<file path="config.mk">
export PLATFORM = sky130hd
export DESIGN_NAME = avd_pred
export DESIGN_NICKNAME = d
export VERILOG_FILES = /design/src/rtl/avd_pkg.sv /design/src/rtl/avd_delta_calc.sv /design/src/rtl/avd_entry.sv /design/src/rtl/avd_lru.sv /design/src/rtl/avd_pred.sv
export SDC_FILE = /design/constraint.sdc
export NUM_CORES = 2
export LEC_CHECK = 0
export BUFFER_PORTS_ARGS = -buffer_cell sky130_fd_sc_hd__buf_2
export CAP_MARGIN = 20
export CORE_AREA = 5 5 342 344
export CTS_CLUSTER_DIAMETER = 100
export DETAILED_ROUTE_END_ITERATION = 10
export DIE_AREA = 0 0 347 349
export PLACE_DENSITY = 0.63
export SETUP_SLACK_MARGIN = 0.05
export SYNTH_ARGS = -nofsm -noshare
export SYNTH_HDL_FRONTEND = slang
export SYNTH_SLANG_ARGS = --single-unit
</file>
<file path="constraint.sdc">
create_clock -name clk_i -period 6.2 [get_ports clk_i]
set_input_delay 0 -clock clk_i [delete_from_list [all_inputs] [get_ports clk_i]]
set_output_delay 0 -clock clk_i [all_outputs]
set_load 0.01 [all_outputs]
</file>
<file path="src/rtl/avd_pkg.sv">
package avd_pkg;
  typedef enum logic [1:0] {
    UPD_NONE  = 2'd0,
    UPD_SAME  = 2'd1,
    UPD_NEW   = 2'd2,
    UPD_ALLOC = 2'd3
  } upd_e;
endpackage

</file>
<file path="src/rtl/avd_delta_calc.sv">
module avd_delta_calc #(
  parameter int ADDR_W  = 32,
  parameter int MAX_AVD = 64,
  parameter int DELTA_W = 7
) (
  input  logic [ADDR_W-1:0]  addr_i,
  input  logic [ADDR_W-1:0]  data_i,
  output logic [DELTA_W-1:0] delta_o,
  output logic               in_range_o
);
  localparam logic signed [ADDR_W-1:0] LIM = ADDR_W'(MAX_AVD);

  logic signed [ADDR_W-1:0] diff;

  assign diff       = $signed(addr_i - data_i);
  assign in_range_o = (diff > -LIM) && (diff < LIM);
  assign delta_o    = diff[DELTA_W-1:0];
endmodule

</file>
<file path="src/rtl/avd_entry.sv">
module avd_entry
  import avd_pkg::*;
#(
  parameter int TAG_W   = 30,
  parameter int DELTA_W = 7,
  parameter int CONF_W  = 2
) (
  input  logic               clk_i,
  input  logic               rst_ni,
  input  upd_e               upd_i,
  input  logic [TAG_W-1:0]   tag_i,
  input  logic [DELTA_W-1:0] delta_i,
  output logic               valid_o,
  output logic [TAG_W-1:0]   tag_o,
  output logic [DELTA_W-1:0] delta_o,
  output logic [CONF_W-1:0]  conf_o
);
  logic               valid_q;
  logic [TAG_W-1:0]   tag_q;
  logic [DELTA_W-1:0] delta_q;
  logic [CONF_W-1:0]  conf_q;

  always_ff @(posedge clk_i or negedge rst_ni) begin
    if (!rst_ni) begin
      valid_q <= 1'b0;
      tag_q   <= '0;
      delta_q <= '0;
      conf_q  <= '0;
    end else begin
      case (upd_i)
        UPD_ALLOC: begin
          valid_q <= 1'b1;
          tag_q   <= tag_i;
          delta_q <= delta_i;
          conf_q  <= '0;
        end
        UPD_SAME: begin
          if (conf_q != '1) conf_q <= conf_q + 1'b1;
        end
        UPD_NEW: begin
          delta_q <= delta_i;
          conf_q  <= '0;
        end
        default: ;
      endcase
    end
  end

  assign valid_o = valid_q;
  assign tag_o   = tag_q;
  assign delta_o = delta_q;
  assign conf_o  = conf_q;
endmodule

</file>
<file path="src/rtl/avd_lru.sv">
module avd_lru #(
  parameter int WAYS  = 4,
  parameter int WAY_W = $clog2(WAYS)
) (
  input  logic                  clk_i,
  input  logic                  rst_ni,
  input  logic                  touch_i,
  input  logic [WAY_W-1:0]      touch_way_i,
  output logic [WAY_W-1:0]      victim_o,
  output logic [WAYS*WAY_W-1:0] age_o
);
  logic [WAY_W-1:0] age_q [WAYS];

  // age 0 = most recent; ages stay a permutation of 0..WAYS-1
  always_ff @(posedge clk_i or negedge rst_ni) begin
    if (!rst_ni) begin
      for (int w = 0; w < WAYS; w++) age_q[w] <= WAY_W'(w);
    end else if (touch_i) begin
      for (int w = 0; w < WAYS; w++) begin
        if (WAY_W'(w) == touch_way_i)              age_q[w] <= '0;
        else if (age_q[w] < age_q[touch_way_i])    age_q[w] <= age_q[w] + 1'b1;
      end
    end
  end

  always_comb begin
    victim_o = '0;
    for (int w = 0; w < WAYS; w++)
      if (age_q[w] == WAY_W'(WAYS - 1)) victim_o = WAY_W'(w);
  end

  for (genvar w = 0; w < WAYS; w++) begin : g_age
    assign age_o[w*WAY_W +: WAY_W] = age_q[w];
  end
endmodule

</file>
<file path="src/rtl/avd_pred.sv">
module avd_pred
  import avd_pkg::*;
#(
  parameter int PC_W      = 32,
  parameter int ADDR_W    = 32,
  parameter int SETS      = 4,
  parameter int WAYS      = 4,
  parameter int MAX_AVD   = 64,
  parameter int CONF_W    = 2,
  parameter int PRED_CONF = 2
) (
  input  logic              clk_i,
  input  logic              rst_ni,
  input  logic              train_valid_i,
  input  logic [PC_W-1:0]   train_pc_i,
  input  logic [ADDR_W-1:0] train_addr_i,
  input  logic [ADDR_W-1:0] train_data_i,
  input  logic              lookup_valid_i,
  input  logic [PC_W-1:0]   lookup_pc_i,
  input  logic [ADDR_W-1:0] lookup_addr_i,
  output logic              pred_valid_o,
  output logic [ADDR_W-1:0] pred_value_o
);
  localparam int IDX_W   = $clog2(SETS);
  localparam int WAY_W   = $clog2(WAYS);
  localparam int TAG_W   = PC_W - IDX_W;
  localparam int DELTA_W = $clog2(MAX_AVD) + 1;
  localparam int ENT_W   = 1 + TAG_W + DELTA_W + CONF_W;
  localparam int ENT_ALL = SETS * WAYS * ENT_W;
  localparam int ST_W    = ENT_ALL + SETS * WAYS * WAY_W;

  logic               e_valid [SETS][WAYS];
  logic [TAG_W-1:0]   e_tag   [SETS][WAYS];
  logic [DELTA_W-1:0] e_delta [SETS][WAYS];
  logic [CONF_W-1:0]  e_conf  [SETS][WAYS];
  logic [WAY_W-1:0]   lru_victim [SETS];
  logic [WAYS*WAY_W-1:0] lru_age [SETS];
  logic [ST_W-1:0]    state_flat;

  // training path
  logic [DELTA_W-1:0] tr_delta;
  logic               tr_in_range;
  logic [IDX_W-1:0]   tr_idx;
  logic [TAG_W-1:0]   tr_tag;
  logic               tr_hit;
  logic [WAY_W-1:0]   tr_hit_way;
  logic               tr_same;
  logic               tr_acc;
  logic [WAY_W-1:0]   tr_way;

  avd_delta_calc #(
    .ADDR_W (ADDR_W),
    .MAX_AVD(MAX_AVD),
    .DELTA_W(DELTA_W)
  ) i_delta (
    .addr_i    (train_addr_i),
    .data_i    (train_data_i),
    .delta_o   (tr_delta),
    .in_range_o(tr_in_range)
  );

  assign tr_idx = train_pc_i[IDX_W-1:0];
  assign tr_tag = train_pc_i[PC_W-1:IDX_W];

  always_comb begin
    tr_hit     = 1'b0;
    tr_hit_way = '0;
    for (int w = 0; w < WAYS; w++) begin
      if (e_valid[tr_idx][w] && e_tag[tr_idx][w] == tr_tag) begin
        tr_hit     = 1'b1;
        tr_hit_way = WAY_W'(w);
      end
    end
    tr_same = (e_delta[tr_idx][tr_hit_way] == tr_delta);
  end

  assign tr_acc = train_valid_i && tr_in_range;
  assign tr_way = tr_hit ? tr_hit_way : lru_victim[tr_idx];

  for (genvar s = 0; s < SETS; s++) begin : g_set
    logic set_sel;
    assign set_sel = tr_acc && (tr_idx == IDX_W'(s));

    avd_lru #(
      .WAYS (WAYS),
      .WAY_W(WAY_W)
    ) i_lru (
      .clk_i      (clk_i),
      .rst_ni     (rst_ni),
      .touch_i    (set_sel),
      .touch_way_i(tr_way),
      .victim_o   (lru_victim[s]),
      .age_o      (lru_age[s])
    );

    assign state_flat[ENT_ALL + s*WAYS*WAY_W +: WAYS*WAY_W] = lru_age[s];

    for (genvar w = 0; w < WAYS; w++) begin : g_way
      upd_e upd;

      always_comb begin
        upd = UPD_NONE;
        if (set_sel && tr_way == WAY_W'(w)) begin
          if (!tr_hit)      upd = UPD_ALLOC;
          else if (tr_same) upd = UPD_SAME;
          else              upd = UPD_NEW;
        end
      end

      avd_entry #(
        .TAG_W  (TAG_W),
        .DELTA_W(DELTA_W),
        .CONF_W (CONF_W)
      ) i_entry (
        .clk_i  (clk_i),
        .rst_ni (rst_ni),
        .upd_i  (upd),
        .tag_i  (tr_tag),
        .delta_i(tr_delta),
        .valid_o(e_valid[s][w]),
        .tag_o  (e_tag[s][w]),
        .delta_o(e_delta[s][w]),
        .conf_o (e_conf[s][w])
      );

      assign state_flat[(s*WAYS + w)*ENT_W +: ENT_W] =
        {e_valid[s][w], e_tag[s][w], e_delta[s][w], e_conf[s][w]};
    end
  end

  // lookup path, reads pre-update state
  logic [IDX_W-1:0]   lk_idx;
  logic [TAG_W-1:0]   lk_tag;
  logic               lk_hit;
  logic [DELTA_W-1:0] lk_delta;
  logic [CONF_W-1:0]  lk_conf;
  logic               pred_d;
  logic [ADDR_W-1:0]  value_d;
  logic               pred_q;
  logic [ADDR_W-1:0]  value_q;

  assign lk_idx = lookup_pc_i[IDX_W-1:0];
  assign lk_tag = lookup_pc_i[PC_W-1:IDX_W];

  always_comb begin
    lk_hit   = 1'b0;
    lk_delta = '0;
    lk_conf  = '0;
    for (int w = 0; w < WAYS; w++) begin
      if (e_valid[lk_idx][w] && e_tag[lk_idx][w] == lk_tag) begin
        lk_hit   = 1'b1;
        lk_delta = e_delta[lk_idx][w];
        lk_conf  = e_conf[lk_idx][w];
      end
    end
  end

  assign pred_d  = lookup_valid_i && lk_hit && (lk_conf >= CONF_W'(PRED_CONF));
  assign value_d = pred_d
    ? lookup_addr_i - {{(ADDR_W-DELTA_W){lk_delta[DELTA_W-1]}}, lk_delta}
    : '0;

  always_ff @(posedge clk_i or negedge rst_ni) begin
    if (!rst_ni) begin
      pred_q  <= 1'b0;
      value_q <= '0;
    end else begin
      pred_q  <= pred_d;
      value_q <= value_d;
    end
  end

  assign pred_valid_o = pred_q;
  assign pred_value_o = value_q;
endmodule

</file>
==> results.py <==
metrics = {
    "min_path": {
        "hp-class": "in2reg",
        "min_from": "lookup_addr_i[4]",
        "worstHoldEndpoint": "pred_value_o[4]",
        "holdPathStages": 5,
    },
    "power": {
        "p_switching_mw": 2.90,
        "clkPwrFrac": 0.450,
        "power.internal_mw": 7.85,
        "swShare": 0.269,
        "combPwrFrac": 0.122,
        "seq_power_share": 0.428,
        "powerDensity_nw_per_um2": 212,
        "ir_worst_vdd_uv": 193,
        "p_leak_nw": 23.4,
        "total_power_mw": 10.8,
    },
    "yosys": {
        "muxShareOfSynthArea": 0.327,
        "synthCells": 3462,
        "synth_seq_cells": 705,
        "ys_seq_area_frac": 0.402,
        "synth_edf_count": 0,
        "async_flop_share": 1.00,
        "synth_area_leaders": "dfrtp_1 39%, mux4_2 15%, mux2_1 9.1%",
        "synth_compound_area_frac": 0.0647,
        "synth_cell_types": 96,
        "synth_top_family_by_area": "multiplexers",
        "syn_nets": 3734,
        "synth-xor-area-share": 0.0628,
        "yosys.area_share.simple": 0.0755,
        "avgSynthCellArea_sq_um": 12.7,
        "yosys.area_share.adder": 0.0311,
        "netlist_area_sq_um": 44000,
        "ys.flop_type": "dfrtp_1",
        "yosys.area.top_type": "dfrtp_1",
        "ys_warn_count": 0,
        "synth_top_area_share": 0.392,
    },
    "setup_path": {
        "critical_path_buf_inv_count": 6,
        "cp_data_arrival_time_ns": 6.41,
        "critPathTopFamily": "buffers and inverters",
        "critPathLaunchType": "register",
        "slowest_stage": "dlygate4sd3_1",
        "cpMostUsedCell": "buf_4",
        "r2r_cells": 27,
        "r2r_start": "g_set[2].g_way[1].i_entry.tag_o[25]",
        "timing.rr.end": "pred_value_o[19]",
        "worst_path_largest_cell_delay_ns": 0.56,
        "reg2reg_slack_ns": 0.32,
        "cp.depth": 27,
        "worstPathRequired_ns": 6.73,
        "critPathCaptureType": "register",
        "worstPathMaxFanout": 7,
        "critPathKind": "reg2reg",
    },
    "timing": {
        "clock_skew_ns": 0.0445,
        "grt_setup_unrepaired": "no",
        "max-slew-margin-rel": 0.336,
        "hold_violations": 0,
        "finalCritPeriodShare": 0.948,
        "setup_viol": 0,
        "slew_viol_final": 0,
        "finalSetupTns_ns": 0,
        "fin_crit_ns": 5.88,
        "holdWs_ns": 0.0796,
        "tightest_slew_ns": 0.995,
        "max_freq_ghz": 0.170,
    },
    "drt": {
        "routed_wl_microns": 138000,
        "drt_iter0_markers": 2543,
        "vias": 31000,
        "drcViolationCount": 0,
        "ant_nets": 0,
        "wl_per_cell_microns": 26.2,
        "routed_via_density": 5.88,
        "dr.pass1.iters": 6,
    },
    "status": {
        "status": "finished clean",
    },
    "cts": {
        "postCtsSetupBuffers": 0,
        "h-tree-depth": 3,
        "cts.sinks": 705,
        "cts_tree": "yes",
        "numCtsBuffers": 80,
        "clk_latency_ns": 0.68,
        "cts_buffer_depth": 3,
        "cts_root_buffer": "clkbuf_16",
        "clk_pin_slew_ns": 0.06,
    },
    "placed_design": {
        "gp_congestion": 0.925,
        "io_buffers": 196,
        "dpl.hpwl_microns": 95900,
        "dpl-instance-area_sq_um": 47200,
    },
    "die": {
        "floorplan.initialDensity": 0.387,
        "die_w_microns": 347,
        "die_h_microns": 349,
        "io_pins": 197,
        "die_area_sq_um": 121000,
        "core_sq_um": 114000,
        "row_count": 124,
    },
    "final_layout": {
        "fin_area_sq_um": 50700,
        "fill_cells": 10400,
        "nNetsFinal": 3973,
        "area_growth_syn_to_layout_pct": 15.3,
        "drive_above_1_share": 0.292,
    },
    "global_route": {
        "grt_pass1_vias": 31500,
        "antenna_found_initial": 6,
        "grt.overflow.total": 0,
        "grt_max_degree": 174,
        "grt_pass1_wl_microns": 209000,
        "globalRouteTotalUtil": 0.224,
    },
    "job": {
        "cap_violations": 0,
    },
}
[worst min-delay path: stages]
cell	delay, ns
buf_2	0.09
ha_1	0.17
a21boi_1	0.23
buf_4	0.15
nor3_1	0.04
[routing by layer]
metal	GRT usage	vias up	routed length (microns)
met3	0.0527	263	10500
met4	0.0761	4	5070
met5	0	-	23
met2	0.358	1109	64300
li1	-	13500	-
met1	0.303	16100	58100
[synthesized netlist by cell type, types with 15 or more instances]
cell	instances
o31ai_1	20
mux2i_1	52
dfstp_2	16
and3_1	19
buf_1	19
xor2_1	79
buf_6	18
a22o_1	15
a21o_1	32
a21oi_1	63
mux2_4	110
inv_1	88
mux4_2	292
nand4_1	97
clkbuf_1	143
xnor2_1	236
o21ai_0	125
o211ai_1	15
nor4_1	33
buf_2	51
nand2b_1	36
nor3_1	34
ha_1	106
buf_4	29
nor2_1	123
dfrtp_1	689
mux2_2	147
mux2_1	354
nand2_1	97
nand3_1	42
nor3b_1	15
[cell usage in the layout (no fill, tap or decap), types with 18 or more instances in the layout]
cell type        n
o21ai_0        125
ha_1           106
mux4_2         292
mux2_2         147
nand2b_1        36
a21o_1          32
dlygate4sd3_1   75
clkbuf_1        18
nor4_1          31
dfrtp_1        689
o31ai_1         20
mux2i_1         52
nand2_1         91
xor2_1          76
nand4_1         97
buf_12          35
mux2_4         110
buf_4          110
a21oi_1         63
buf_2          191
nand3_1         42
nor2_1         123
inv_1           88
xnor2_1        231
and3_1          19
clkbuf_16       81
mux2_1         354
nor3_1          34
[state kept, by name (all words and copies together) (netlist names)]
register,flops
g_set.g_way.i_entry.valid_o,16
pred_valid_o,1
pred_value_o,32
g_set.g_way.i_entry.tag_o,480
g_set.g_way.i_entry.conf_o,32
g_set.i_lru.age_o,32
g_set.g_way.i_entry.delta_o,112
[cell families after synthesis]
| family | after synthesis |
|---|---|
| mux | 955 |
| flops | 705 |
| simple gates | 609 |
| compound gates | 422 |
| buf+inv | 348 |
| xor+xnor | 315 |
| fa+ha+maj | 108 |
[timing repair]
action,CTS,global route
endpoints found under the hold margin,564,0
setup endpoints to repair,0,6
hold buffers,76,0
gates resized for setup,0,9
[layout make-up]
class | count | area (sq um) | area share
timing repair buffer | 417 | 3330 | 0.0657
tap | 1512 | 1890 | 0.0373
clock inverter | 29 | 384 | 0.00758
antenna | 3 | 7.51 | 0.000148
clock buffer | 112 | 2270 | 0.0449
multi-input combinational | 2409 | 24800 | 0.489
inverter | 88 | 330 | 0.00652
sequential | 705 | 17700 | 0.349
[worst max path at each step]
stage / startpoint / to / slack [ns]
after floorplan: lookup_pc_i[0] / pred_value_o[28] / 0.19
after global placement: lookup_pc_i[0] / pred_value_o[28] / 0.02
after detailed placement: lookup_pc_i[0] / pred_value_o[28] / 0.09
after CTS: g_set[3].g_way[1].i_entry.tag_o[25] / pred_value_o[19] / 0.17
after global routing: g_set[3].g_way[1].i_entry.tag_o[10] / pred_value_o[19] / 0.06
final: g_set[2].g_way[1].i_entry.tag_o[25] / pred_value_o[19] / 0.32
[stage by stage]
step,util,instances,setup WS [ns]
finish,0.446,5275,0.321
CTS,0.446,5272,0.172
floorplan,-,3462,0.193
detailed placement,0.415,5055,0.0882
global route,0.446,5272,0.0591
global placement,0.415,5055,0.0170
[power by group through the flow]
| stage | Combinational, mW | Sequential [mW] | Clock, mW |
|---|---|---|---|
| floorplan | 0.726 | 4.69 | 0 |
| global placement | 1.25 | 4.69 | 0 |
| detailed placement | 1.25 | 4.69 | 0 |
| CTS | 1.31 | 4.60 | 4.93 |
| global route | 1.41 | 4.60 | 5.11 |
| finish | 1.31 | 4.60 | 4.84 |
Note: power is estimated with default switching activity, not from simulation.
